[src/rtl/alu_trap_pkg.sv]
package alu_trap_pkg;

  typedef enum logic [3:0] {
    OP_ADD  = 4'd0,
    OP_ADDU = 4'd1,
    OP_SUB  = 4'd2,
    OP_SUBU = 4'd3,
    OP_AND  = 4'd4,
    OP_OR   = 4'd5,
    OP_XOR  = 4'd6,
    OP_NOR  = 4'd7,
    OP_SLL  = 4'd8,
    OP_SRL  = 4'd9,
    OP_SRA  = 4'd10,
    OP_SLLV = 4'd11,
    OP_SRLV = 4'd12,
    OP_SRAV = 4'd13,
    OP_RSV0 = 4'd14,
    OP_RSV1 = 4'd15
  } alu_op_e;

  typedef enum logic [1:0] {
    UNIT_ARITH = 2'd0,
    UNIT_LOGIC = 2'd1,
    UNIT_SHIFT = 2'd2,
    UNIT_NONE  = 2'd3
  } alu_unit_e;

  typedef enum logic [1:0] {
    LG_AND = 2'd0,
    LG_OR  = 2'd1,
    LG_XOR = 2'd2,
    LG_NOR = 2'd3
  } logic_fn_e;

  // Strobes from control to datapath
  typedef struct packed {
    alu_unit_e unitSel;
    logic      subtract;
    logic      trapEn;
    logic_fn_e logicFn;
    logic      shiftLeft;
    logic      shiftArith;
    logic      shiftVar;
  } alu_ctrl_t;

endpackage

[src/rtl/alu_trap_ctrl.sv]
module alu_trap_ctrl
  import alu_trap_pkg::*;
(
  input  logic [3:0] opCode,
  output alu_ctrl_t  ctrl
);

  alu_op_e op;
  assign op = alu_op_e'(opCode);

  always_comb begin
    ctrl = '{unitSel: UNIT_NONE, subtract: 1'b0, trapEn: 1'b0,
             logicFn: LG_AND, shiftLeft: 1'b0, shiftArith: 1'b0,
             shiftVar: 1'b0};
    unique case (op)
      OP_ADD:  begin ctrl.unitSel = UNIT_ARITH; ctrl.trapEn = 1'b1; end
      OP_ADDU: begin ctrl.unitSel = UNIT_ARITH; end
      OP_SUB:  begin ctrl.unitSel = UNIT_ARITH; ctrl.subtract = 1'b1; ctrl.trapEn = 1'b1; end
      OP_SUBU: begin ctrl.unitSel = UNIT_ARITH; ctrl.subtract = 1'b1; end
      OP_AND:  begin ctrl.unitSel = UNIT_LOGIC; ctrl.logicFn = LG_AND; end
      OP_OR:   begin ctrl.unitSel = UNIT_LOGIC; ctrl.logicFn = LG_OR;  end
      OP_XOR:  begin ctrl.unitSel = UNIT_LOGIC; ctrl.logicFn = LG_XOR; end
      OP_NOR:  begin ctrl.unitSel = UNIT_LOGIC; ctrl.logicFn = LG_NOR; end
      OP_SLL:  begin ctrl.unitSel = UNIT_SHIFT; ctrl.shiftLeft = 1'b1; end
      OP_SRL:  begin ctrl.unitSel = UNIT_SHIFT; end
      OP_SRA:  begin ctrl.unitSel = UNIT_SHIFT; ctrl.shiftArith = 1'b1; end
      OP_SLLV: begin ctrl.unitSel = UNIT_SHIFT; ctrl.shiftLeft = 1'b1; ctrl.shiftVar = 1'b1; end
      OP_SRLV: begin ctrl.unitSel = UNIT_SHIFT; ctrl.shiftVar = 1'b1; end
      OP_SRAV: begin ctrl.unitSel = UNIT_SHIFT; ctrl.shiftArith = 1'b1; ctrl.shiftVar = 1'b1; end
      default: begin ctrl.unitSel = UNIT_NONE; end
    endcase
  end

endmodule

[src/rtl/alu_trap_shifter.sv]
module alu_trap_shifter #(
  parameter int DATA_W  = 32,
  parameter int SHAMT_W = $clog2(DATA_W)
) (
  input  logic [DATA_W-1:0]  srcVal,
  input  logic [SHAMT_W-1:0] amount,
  input  logic               goLeft,
  input  logic               arith,
  output logic [DATA_W-1:0]  shifted
);

  logic [DATA_W-1:0] revIn;
  logic [DATA_W-1:0] stageIn;
  logic              fillBit;
  logic [DATA_W-1:0] stage [SHAMT_W+1];

  // Left shifts run through the right shifter on a bit-reversed word
  generate
    for (genvar i = 0; i < DATA_W; i++) begin : g_rev_in
      assign revIn[i] = srcVal[DATA_W-1-i];
    end
  endgenerate

  assign stageIn  = goLeft ? revIn : srcVal;
  assign fillBit  = arith & ~goLeft & srcVal[DATA_W-1];
  assign stage[0] = stageIn;

  generate
    for (genvar s = 0; s < SHAMT_W; s++) begin : g_stage
      localparam int STEP = 2 ** s;
      logic [DATA_W-1:0] fillMask;
      assign fillMask = {DATA_W{fillBit}} << (DATA_W - STEP);
      assign stage[s+1] = amount[s] ? ((stage[s] >> STEP) | fillMask) : stage[s];
    end
  endgenerate

  generate
    for (genvar i = 0; i < DATA_W; i++) begin : g_rev_out
      assign shifted[i] = goLeft ? stage[SHAMT_W][DATA_W-1-i] : stage[SHAMT_W][i];
    end
  endgenerate

endmodule

[src/rtl/alu_trap_dp.sv]
module alu_trap_dp
  import alu_trap_pkg::*;
#(
  parameter int DATA_W  = 32,
  parameter int SHAMT_W = $clog2(DATA_W)
) (
  input  alu_ctrl_t          ctrl,
  input  logic [DATA_W-1:0]  opA,
  input  logic [DATA_W-1:0]  opB,
  input  logic [SHAMT_W-1:0] shamtImm,
  output logic [DATA_W-1:0]  result,
  output logic               ovfTrap
);

  localparam int MSB = DATA_W - 1;

  logic [DATA_W-1:0]  addB;
  logic [DATA_W-1:0]  sumVal;
  logic               sumOvf;
  logic [DATA_W-1:0]  logicVal;
  logic [DATA_W-1:0]  shiftVal;
  logic [SHAMT_W-1:0] shAmt;

  // Adder: subtract is A + ~B + 1
  assign addB   = ctrl.subtract ? ~opB : opB;
  assign sumVal = opA + addB + {{(DATA_W-1){1'b0}}, ctrl.subtract};
  assign sumOvf = (opA[MSB] == addB[MSB]) && (sumVal[MSB] != opA[MSB]);

  always_comb begin
    unique case (ctrl.logicFn)
      LG_AND:  logicVal = opA & opB;
      LG_OR:   logicVal = opA | opB;
      LG_XOR:  logicVal = opA ^ opB;
      default: logicVal = ~(opA | opB);
    endcase
  end

  assign shAmt = ctrl.shiftVar ? opA[SHAMT_W-1:0] : shamtImm;

  alu_trap_shifter #(.DATA_W(DATA_W), .SHAMT_W(SHAMT_W)) u_shifter (
    .srcVal  (opB),
    .amount  (shAmt),
    .goLeft  (ctrl.shiftLeft),
    .arith   (ctrl.shiftArith),
    .shifted (shiftVal)
  );

  always_comb begin
    unique case (ctrl.unitSel)
      UNIT_ARITH: result = sumVal;
      UNIT_LOGIC: result = logicVal;
      UNIT_SHIFT: result = shiftVal;
      default:    result = '0;
    endcase
  end

  assign ovfTrap = (ctrl.unitSel == UNIT_ARITH) && ctrl.trapEn && sumOvf;

endmodule

[src/rtl/alu_trap_top.sv]
module alu_trap_top
  import alu_trap_pkg::*;
#(
  parameter int DATA_W  = 32,
  parameter int SHAMT_W = $clog2(DATA_W)
) (
  input  logic [DATA_W-1:0]  opA,
  input  logic [DATA_W-1:0]  opB,
  input  logic [3:0]         opCode,
  input  logic [SHAMT_W-1:0] shamtImm,
  output logic [DATA_W-1:0]  result,
  output logic               ovfTrap
);

  alu_ctrl_t ctrlBus;

  alu_trap_ctrl u_ctrl (
    .opCode (opCode),
    .ctrl   (ctrlBus)
  );

  alu_trap_dp #(.DATA_W(DATA_W), .SHAMT_W(SHAMT_W)) u_dp (
    .ctrl     (ctrlBus),
    .opA      (opA),
    .opB      (opB),
    .shamtImm (shamtImm),
    .result   (result),
    .ovfTrap  (ovfTrap)
  );

endmodule

[config.mk]
export PLATFORM = sky130hd
export DESIGN_NAME = alu_trap_top
export DESIGN_NICKNAME = d
export VERILOG_FILES = /design/src/rtl/alu_trap_pkg.sv /design/src/rtl/alu_trap_ctrl.sv /design/src/rtl/alu_trap_shifter.sv /design/src/rtl/alu_trap_dp.sv /design/src/rtl/alu_trap_top.sv
export SDC_FILE = /design/constraint.sdc
export NUM_CORES = 1
export LEC_CHECK = 0
export BUFFER_PORTS_ARGS = -buffer_cell sky130_fd_sc_hd__buf_2
export CAP_MARGIN = 10
export CORE_MARGIN = 3
export CORE_UTILIZATION = 50
export DETAILED_ROUTE_END_ITERATION = 6
export PLACE_DENSITY = 0.7
export SLEW_MARGIN = 10
export SYNTH_ARGS = -nofsm -noshare
export SYNTH_HDL_FRONTEND = slang
export SYNTH_HIERARCHICAL = 1
export SYNTH_SLANG_ARGS = --single-unit
[constraint.sdc]
create_clock -name vclk -period 10.05
set_input_delay 2.01 -clock vclk [all_inputs]
set_output_delay 2.01 -clock vclk [all_outputs]
set_load 0.02 [all_outputs]
# ---- Word-level counts from Yosys, hierarchy flattened
# Index checks and enable logic that the tools add are counted.
dict set report classes {
  n_reduce_logical 14
  n_eq_ne 19
  n_bitwise 13
  mux 49
  addsub 2
}
# operator n
set op_table {}
lappend op_table {{2-to-1 mux 32 bit} 7}
lappend op_table {{one-hot mux 32 bit (3 select lines)} 2}
lappend op_table {{NOT 32 bit} 2}
lappend op_table {{2-to-1 mux 1 bit} 37}
lappend op_table {{adder 32 x 1 -> 32 bit} 1}
lappend op_table {{adder 32 bit} 1}
lappend op_table {{AND 32 bit} 1}
lappend op_table {{OR 16 x 32 -> 32 bit} 1}
lappend op_table {{OR 24 x 32 -> 32 bit} 1}
lappend op_table {{OR 28 x 32 -> 32 bit} 1}
lappend op_table {{OR 30 x 32 -> 32 bit} 1}
lappend op_table {{OR 31 x 32 -> 32 bit} 1}
lappend op_table {{OR 32 bit} 1}
lappend op_table {{bitwise XOR 32 bit} 1}
lappend op_table {{== test 4 bit (second input constant)} 6}
lappend op_table {{== test 4 x 3 -> 1 bit (second input constant)} 4}
lappend op_table {{one-hot mux 2 bit (3 select lines)} 2}
lappend op_table {{== test 4 x 2 -> 1 bit (second input constant)} 2}
lappend op_table {{OR reduction 2 bit} 4}
lappend op_table {{OR reduction 4 bit} 2}
lappend op_table {{OR reduction 6 bit} 1}
lappend op_table {{2-to-1 mux 5 bit} 1}
lappend op_table {{== test 2 x 1 -> 1 bit (second input constant)} 2}
lappend op_table {{== test 2 bit (second input constant)} 2}
lappend op_table {{other kinds (9)} 13}
dict set report word_totals {
  input_bits 73
  ff_bits 0
  output_inout_bits 33
  word_cells 97
}

# ---- Logic depth before layout (Yosys ltp)
# Gate-level depths: netlist of the first run.
dict set report logic_depth {
  depth_word 18
  ltp_mapped 19
  mapped_depth_nobuf 13
}

# ---- Cells and area by module
# Netlist of the first run, hierarchy kept.
# module cells_per_inst area_each_um2 seq_area_each_um2 instances
set by_module_without_submodules {}
lappend by_module_without_submodules {alu_trap_dp 756 4807.1 0.0 1}
lappend by_module_without_submodules {alu_trap_shifter 482 3723.6 0.0 1}
lappend by_module_without_submodules {alu_trap_ctrl 16 116.4 0.0 1}

# ---- Worst setup path before layout of the first run
# Ideal clock, no wire load.
dict set report synth_path {
  path_type {input to output}
  start {input opCode[3]}
  end {output result[25]}
  n_path_buf 4
  arrival_ps 5368
  required_time_ps 8040
  path_slack_ps 2672
  path_stages 13
  cell_sequence {buf_4 nor3_1 clkbuf_1 buf_1 xor2_1 ha_1 buf_2 nand2_2 or4_4 or3_4 a211oi_2 mux2_1 o221ai_2}
}
# item line
set synth_rtl {}
lappend synth_rtl {{start: declaration} alu_trap_top.sv:9} ;# input logic [3:0] opCode,
lappend synth_rtl {{end: declaration} alu_trap_top.sv:11} ;# output logic [DATA_W-1:0] result,

==> results by group, run 1 <==
Logic synthesis
  • Adder-cell area share of the yosys netlist: 14.7%
  • Sequential area share after synthesis: 0%
  • Synth top cells by count: nand2_1, o21ai_0, nor2_1
  • Syn_nets: 1428
  • Post-synthesis mux area share: 20.7%
  • Compound-Gate Fraction of Synth Area: 29.9%
  • Post-Syn Area: 8650 um2
  • Number of library cell types mapped by synthesis: 90
  • Synth top area share: 14.5%
  • Largest area contributor in the netlist: ha_1
  • Synth Area in XOR/XNOR: 5.57%
  • Area share of and/or/nand/nor cells after synthesis: 19.3%
  • Synthesized instance count: 1254
  • Syn Area/Cell: 6.90 um2
  • Largest family of logic cells by synthesized area: compound AO/OA/AOI/OAI gates
  • Ys Warns: 6
  • Largest cells by area after synthesis: ha_1, mux2i_1, mux4_2, o21ai_0, a21oi_1
  • Most numerous cell in the Yosys netlist: nand2_1

Setup path
  • CP startpoint kind: input pin
  • CP delay by family, top: multiplexers
  • Crit path from: opCode[2]
  • Worst endpoint required time: 8.04 ns
  • Critical path class: input pin to output pin
  • CP bufs+invs: 3
  • CP arrival: 6.40 ns
  • Crit end category: output pin
  • Crit path largest cell delay: 0.85 ns
  • Slowest CP cell: mux2_4
  • Crit path cell chain: buf_2 -> nand2b_4 -> o21ai_1 -> mux2_4 -> buf_4 -> mux2i_1 -> mux4_2 -> mux2i_1 -> o22ai_1 -> nor4b_2 -> a21oi_1 -> o21ai_0 -> o21a_1 -> buf_2
  • Worst-path fanout max: 59

Die
  • Die H: 138 um
  • Rows: 47
  • Die ar.: 18900 um2
  • Core footprint: 16800 um2
  • Die Wd: 138 um
  • Initial Utilization: 51.6%
  • Ports: 106

Final layout
  • Final Instance Area: 9150 um2
  • Fin nets: 1461
  • Share of post-route cells with drive strength above 1: 15.3%
  • P&R area growth vs syn: 5.80%
  • N_diodes: 0
  • Seq_cells: 0
  • Clk_buf instances: 0
  • Register area: 0 um2

Placed design
  • Post-placement cell area: 9150 um2
  • DP Worst Slack: 1.79 ns
  • Hpwl dp: 27800 um
  • PortBufs: 106
  • Final Wtd Congestion: 1.10

Route
  • WL per Instance: 23.6 um
  • Final Routed Wirelength: 35500 um
  • DR iter-0 viols: 1335
  • Via Count: 10100
  • DR DRC count: 0
  • Antenna Nets Post-Route: 0
  • Vias per cell: 6.74
  • Initial DRT Pass Iterations: 6

Global routing
  • Gr usage total: 36.4%
  • Vias in the first global route: 8956
  • Largest net degree at the start of global routing: 60
  • GRT overflow: 0
  • Initial antenna violation count: 0
  • First-pass GRT wire length: 53300 um

Timing
  • RSZ-0062 raised after global routing: no
  • TNS Setup: 0 ns
  • Final Critical Period: 8.41 ns
  • Post-route clock period utilization: 83.7%
  • Fmax: 0.119 GHz
  • Final setup fails: 0
  • Final Hold Viols: 0
  • Max-slew headroom: 18.1%
  • Max-slew violations: 0
  • Tightest Pin Transition: 1.22 ns
  • Worst-case hold slack: 4.56 ns
  • Fin worst setup slack: 1.64 ns

Power
  • Combinational share of power: 100.0%
  • Seq pwr share: 0%
  • Peak VDD IR: 0.0000518 V
  • Clock power share: 0%
  • LEAKAGE: 4.28 nW
  • Power per cell area: 76.3 nW/um2
  • Sw Pwr: 0.000447 W
  • Cell internal pwr: 0.000251 W
  • Sw Ratio: 64.0%

CTS
  • Post-CTS Setup Bufs: 0
  • # resized after CTS: 0
  • Cts-stage hold buffer count: 0

Min path
  • Min-delay src: opCode[0]
  • HP Class: input pin to output pin
  • Hold Path Stages: 4
  • Min-Delay Endpoint: ovfTrap

Flow run
  • Number of max-cap violations: 0

Run status
  • Status: complete, no violations
## placed cells by master (no fill, tap or decap), types with 17 or more instances in the layout
master    synthesis  layout
nand2_1         128     128
o21ai_0         117     117
nor2_1          111     111
buf_2            13     106
inv_1           100     100
a21oi_1         101     100
ha_1            100     100
mux2i_1          84      84
xor2_1           45      45
mux4_2           29      29
o22ai_1          27      27
a211oi_1         20      20
nand4_1          18      18
mux2_2           18      17
## worst max-delay path by stage
stage,end,cells after the start
final,result[13],14
after global routing,result[3],14
after CTS,result[5],13
after detailed placement,result[3],14
after global placement,result[3],14
after floorplan,result[25],13
## kinds of logic after synthesis
logic type / after synthesis
AO/OA/AOI/OAI: 407
multiplexers: 136
adder cells (fa/ha/maj): 101
AND/OR/NAND/NOR: 360
buffers and inverters: 195
XOR/XNOR: 55
## metrics by stage
step                utilization (%)  cells  power [W]
detailed placement             54.6   1505   0.000673
floorplan                         -   1254   0.000472
finish                         54.6   1505   0.000698
CTS                            54.6   1505   0.000676
global route                   54.6   1505   0.000747
global placement               54.6   1505   0.000674
## final cells by class
type / count / area (um2)
well taps: 220 / 275
repair buffers: 122 / 651
fillers: 1718 / 7610
inverters: 104 / 390
multi-input cells: 1059 / 7830
## tightest hold or removal path, delay by kind of cell
family / cells / cell delay, ns
AND/OR/NAND/NOR: 2 / 0.25
buffers and inverters: 2 / 0.29
## power groups by stage
stage,Combinational [W],Clock [W],Sequential (W)
5_1_grt,0.000747,0,0
4_1_cts,0.000676,0,0
2_1_floorplan,0.000472,0,0
3_5_place_dp,0.000673,0,0
6_report,0.000698,0,0
3_3_place_gp,0.000674,0,0
## routing by layer
layer  GRT usage, %  part of all wire (%)  vias up
met5              0                     0        -
met3           4.93                    10       91
li1               -                     -     4664
met4           9.92                   3.8        0
met2           57.7                    44      606
met1           51.5                    42     4777
Power figures use the tool's default switching activity.
==> run 2: changes to the inputs <==
--- a/config.mk
+++ b/config.mk
@@ -10,7 +10,7 @@
 export CORE_MARGIN = 3
 export CORE_UTILIZATION = 50
 export DETAILED_ROUTE_END_ITERATION = 6
-export PLACE_DENSITY = 0.7
+export PLACE_DENSITY = 0.73
 export SLEW_MARGIN = 10
 export SYNTH_ARGS = -nofsm -noshare
 export SYNTH_HDL_FRONTEND = slang
==> constraint.sdc (replaced) <==
create_clock -name vclk -period 6.84
set_input_delay 1.368 -clock vclk [all_inputs]
set_output_delay 1.368 -clock vclk [all_outputs]
set_load 0.02 [all_outputs]
==> run 2 against run 1 <==
Net effect:
- total power grew 49%
- core utilization increased by 1.3 points
- first-iteration DRC count increased by 12%
- largest cell class unchanged
- largest power group unchanged
- highest routed layer is now met5
==> results by group, run 2 (synthesized netlist as in run 1, its figures left out) <==
Timing
  • Max-slew violations: 0
  • Max-slew headroom: 33.5%
  • TNS Setup: 0 ns
  • Final setup fails: 0
  • Tightest Pin Transition: 0.994 ns
  • Post-route clock period utilization: 92.5%
  • Fmax: 0.158 GHz
  • Final Hold Viols: 0
  • Final Critical Period: 6.33 ns
  • RSZ-0062 raised after global routing: no
  • Fin worst setup slack: 0.510 ns

Route
  • Antenna Nets Post-Route: 0
  • WL per Instance: 22.5 um
  • Vias per cell: 6.77
  • Via Count: 10300
  • Final Routed Wirelength: 34300 um
  • DR DRC count: 0
  • DR iter-0 viols: 1490
  • Initial DRT Pass Iterations: 6

CTS
  • Post-CTS Setup Bufs: 0
  • # resized after CTS: 0
  • Cts-stage hold buffer count: 0

Setup path
  • CP startpoint kind: input pin
  • Cell mode on critical path: mux2_4
  • Crit path largest cell delay: 0.54 ns
  • Crit end category: output pin
  • Critical path class: input pin to output pin
  • Crit path cell chain: buf_2 -> nand2b_4 -> o21ai_1 -> buf_4 -> mux2_4 -> buf_4 -> mux2i_1 -> mux4_2 -> mux2_4 -> mux2_4 -> o22ai_2 -> o311a_1 -> a21oi_1 -> o21ai_0 -> o21a_1 -> buf_2
  • Worst-path fanout max: 16
  • CP arrival: 4.96 ns
  • Slowest CP cell: mux4_2
  • Worst endpoint required time: 5.47 ns

Placed design
  • Post-placement cell area: 9360 um2
  • Final Wtd Congestion: 1.10
  • DP Worst Slack: 0.603 ns
  • Hpwl dp: 26900 um
  • PortBufs: 106
  • Placed cells: 1528

Run status
  • Status: complete, no violations

Die
  • Die ar.: 18900 um2
  • Die H: 138 um
  • Rows: 47
  • Ports: 106
  • Initial Utilization: 51.6%
  • Core footprint: 16800 um2
  • Die Wd: 138 um

Global routing
  • GRT overflow: 0
  • First-pass GRT wire length: 51800 um
  • Vias in the first global route: 8962
  • Initial antenna violation count: 1
  • Largest net degree at the start of global routing: 66
  • Gr usage total: 35.0%

Power
  • Final Power: 0.00104 W
  • Power per cell area: 111 nW/um2
  • Peak VDD IR: 0.0000837 V
  • LEAKAGE: 4.40 nW

Final layout
  • Final Instance Area: 9360 um2
  • Clk_buf instances: 0
  • Register area: 0 um2
  • N_diodes: 0
  • Fin nets: 1484
  • Seq_cells: 0
  • P&R area growth vs syn: 8.23%
  • Most common cell after layout, fill and taps aside: nand2_1
  • Share of post-route cells with drive strength above 1: 16.8%
  • Final Non-Filler Cells: 1528
  • Most frequent cells in the layout: nand2_1, o21ai_0, nor2_1

Min path
  • HP Class: input pin to output pin

Flow run
  • Number of max-cap violations: 0
## run 2: changes by cell type in the layout (fill, tap and decap cells not counted), sizes merged
cell  previous run  this run
buf            122       145
## run 2: where the power goes
group	switching, W	internal, W
clock network	0	0
logic	0.000653	0.000385
registers	0	0
## run 2: worst max-delay path, delay by kind of cell
family | cells | cell delay (ns)
and+or+nand+nor | 1 | 0.17
muxes | 5 | 1.67
AOI/OAI and AO/OA | 6 | 0.98
buffers and inverters | 4 | 0.73
## run 2: worst paths after layout
| path | from | end | slack, ns | cells after the start |
|---|---|---|---|---|
| max | opCode[2] | result[12] | 0.51 | 16 |
| min | opCode[0] | ovfTrap | 3.28 | 4 |
## run 2: metrics by stage
| step | utilization (%) | hold WS [ns] |
|---|---|---|
| 2_1_floorplan | - | 2.95 |
| 3_3_place_gp | 55.8 | 3.28 |
| 3_5_place_dp | 55.8 | 3.28 |
| 4_1_cts | 55.8 | 3.28 |
| 5_1_grt | 55.8 | 3.32 |
| 6_report | 55.8 | 3.28 |
## run 2: routing by layer
layer | global-route usage [%] | part of all wire [%] | vias to the layer above
met5 | 0 | 0.038 | -
met4 | 13.7 | 4.8 | 2
met3 | 6.25 | 11 | 127
met2 | 54.3 | 44 | 736
met1 | 48.1 | 40 | 4787
li1 | - | - | 4694
## run 2: final cells by class
| class | instances | area [um2] |
|---|---|---|
| multi-input combinational | 1059 | 7830 |
| fill | 1648 | 7400 |
| timing repair buffer | 145 | 861 |
| inverter | 104 | 390 |
| tap | 220 | 275 |
==> run 3: changes to the inputs <==
--- a/config.mk
+++ b/config.mk
@@ -5,7 +5,7 @@
 export SDC_FILE = /design/constraint.sdc
 export NUM_CORES = 1
 export LEC_CHECK = 0
-export BUFFER_PORTS_ARGS = -buffer_cell sky130_fd_sc_hd__buf_2
+export BUFFER_PORTS_ARGS = -buffer_cell sky130_fd_sc_hd__buf_4
 export CAP_MARGIN = 10
 export CORE_MARGIN = 3
 export CORE_UTILIZATION = 50
==> constraint.sdc (replaced) <==
create_clock -name vclk -period 6.84
set_input_delay 0.342 -clock vclk [all_inputs]
set_output_delay 0.342 -clock vclk [all_outputs]
set_load 0.02 [all_outputs]
==> run 3 against run 2 <==
Net effect:
- the flow now finishes with violations (design-rule violations)
- critical path type unchanged
- critical endpoint is now result[3]
- non-clock buffer count shrank 26
- first-iteration DRC count is essentially flat
- via count shrank 1.4%
- critical path depth shrank 2
- sequential share of layout area is the same
- core utilization grew 0.19 points
==> results by group, run 3 (synthesized netlist as in run 1, its figures left out) <==
Die
  • Die H: 138 um
  • Core footprint: 16800 um2
  • Initial Utilization: 51.6%
  • Die ar.: 18900 um2
  • Die Wd: 138 um
  • Ports: 106
  • Rows: 47

Setup path
  • Slowest CP cell: mux2_4
  • CP arrival: 4.85 ns
  • Critical path class: input pin to output pin
  • CP bufs+invs: 3
  • CP delay by family, top: multiplexers
  • Crit path largest cell delay: 0.84 ns
  • Crit path cell chain: buf_4 -> nand2b_4 -> o21ai_1 -> mux2_4 -> buf_4 -> mux2i_1 -> mux4_2 -> mux2_4 -> mux2i_1 -> a221oi_1 -> a21oi_1 -> o21ai_0 -> o22ai_1 -> buf_4
  • Cell mode on critical path: buf_4
  • Worst-path fanout max: 57
  • Crit end category: output pin
  • Worst endpoint required time: 6.50 ns
  • CP startpoint kind: input pin

CTS
  • Post-CTS Setup Bufs: 0
  • Cts-stage hold buffer count: 0
  • # resized after CTS: 0

Final layout
  • Clk_buf instances: 0
  • Register area: 0 um2
  • N_diodes: 0
  • Fin nets: 1458
  • Final Instance Area: 9390 um2
  • P&R area growth vs syn: 8.61%
  • Most frequent cells in the layout: nand2_1, buf_4, o21ai_0
  • Seq_cells: 0
  • Share of post-route cells with drive strength above 1: 15.1%
  • Fill cell count: 1669
  • Most common cell after layout, fill and taps aside: nand2_1

Flow run
  • Number of max-cap violations: 0

Placed design
  • PortBufs: 106
  • Final Wtd Congestion: 1.08
  • Post-placement cell area: 9390 um2
  • Hpwl dp: 28000 um

Timing
  • Max-slew violations: 0
  • Max-slew headroom: 29.1%
  • Final setup fails: 0
  • TNS Setup: 0 ns
  • Post-route clock period utilization: 75.9%
  • Final Critical Period: 5.19 ns
  • Tightest Pin Transition: 1.06 ns
  • Fmax: 0.193 GHz
  • RSZ-0062 raised after global routing: no
  • Final Hold Viols: 0

Run status
  • Failing checks: design-rule violations
  • Status: finished with violations

Route
  • Final Routed Wirelength: 36300 um
  • Vias per cell: 6.79
  • WL per Instance: 24.2 um
  • DR iter-0 viols: 1491
  • Antenna Nets Post-Route: 0
  • Initial DRT Pass Iterations: 7
  • Via Count: 10200
  • DR DRC count: 1

Global routing
  • GRT overflow: 0
  • First-pass GRT wire length: 54100 um
  • Gr usage total: 37.1%
  • Initial antenna violation count: 0
  • Vias in the first global route: 9241
  • Largest net degree at the start of global routing: 67

Power
  • Peak VDD IR: 0.0000668 V
  • Power per cell area: 113 nW/um2
  • LEAKAGE: 4.34 nW
  • Final Power: 0.00106 W

Min path
  • HP Class: input pin to output pin
run 3: cell types whose count changed in the layout (fill, tap and decap cells not counted):
cell    before  now
buf_12       3    0
buf_2      106    0
buf_4       36  119
run 3: tightest hold or removal path, cell delays in order:
cell and delay [ns]:
buf_4 0.11, nor3_1 0.08, and3_1 0.15, buf_4 0.15
run 3: final timing paths:
kind	start	end	slack [ns]	depth (start not counted)
setup / recovery	opCode[3]	result[3]	1.65	14
hold / removal	opCode[0]	ovfTrap	1.19	4
run 3: cell type report:
type / count / area [um2] / area share, %
inverter: 104 / 390 / 4.16
timing repair buffer: 119 / 893 / 9.51
multi-input combinational: 1059 / 7830 / 83.4
tap: 220 / 275 / 2.93
run 3: where the power goes:
part	total, W	internal [W]	switching, W
sequential	0	0	0
combinational	0.00106	0.000399	0.000664
clock	0	0	0
run 3: metrics by stage:
step                std cells  hold slack [ns]  setup WS, ns  utilization (%)
finish                   1502             1.19          1.65             56.0
global route             1502             1.20          1.40             56.0
CTS                      1502             1.18          1.75             56.0
detailed placement       1502             1.17          1.74             56.0
global placement         1502             1.19          1.84             56.0
floorplan                1254            0.901          2.80                -
run 3: routing by layer:
metal	vias up	track usage (%)	part of all wire, %
met2	683	58.1	44
met5	-	0	0
met1	4767	50.6	41
met3	107	6.43	11
met4	0	14.4	4.7
li1	4646	-	-
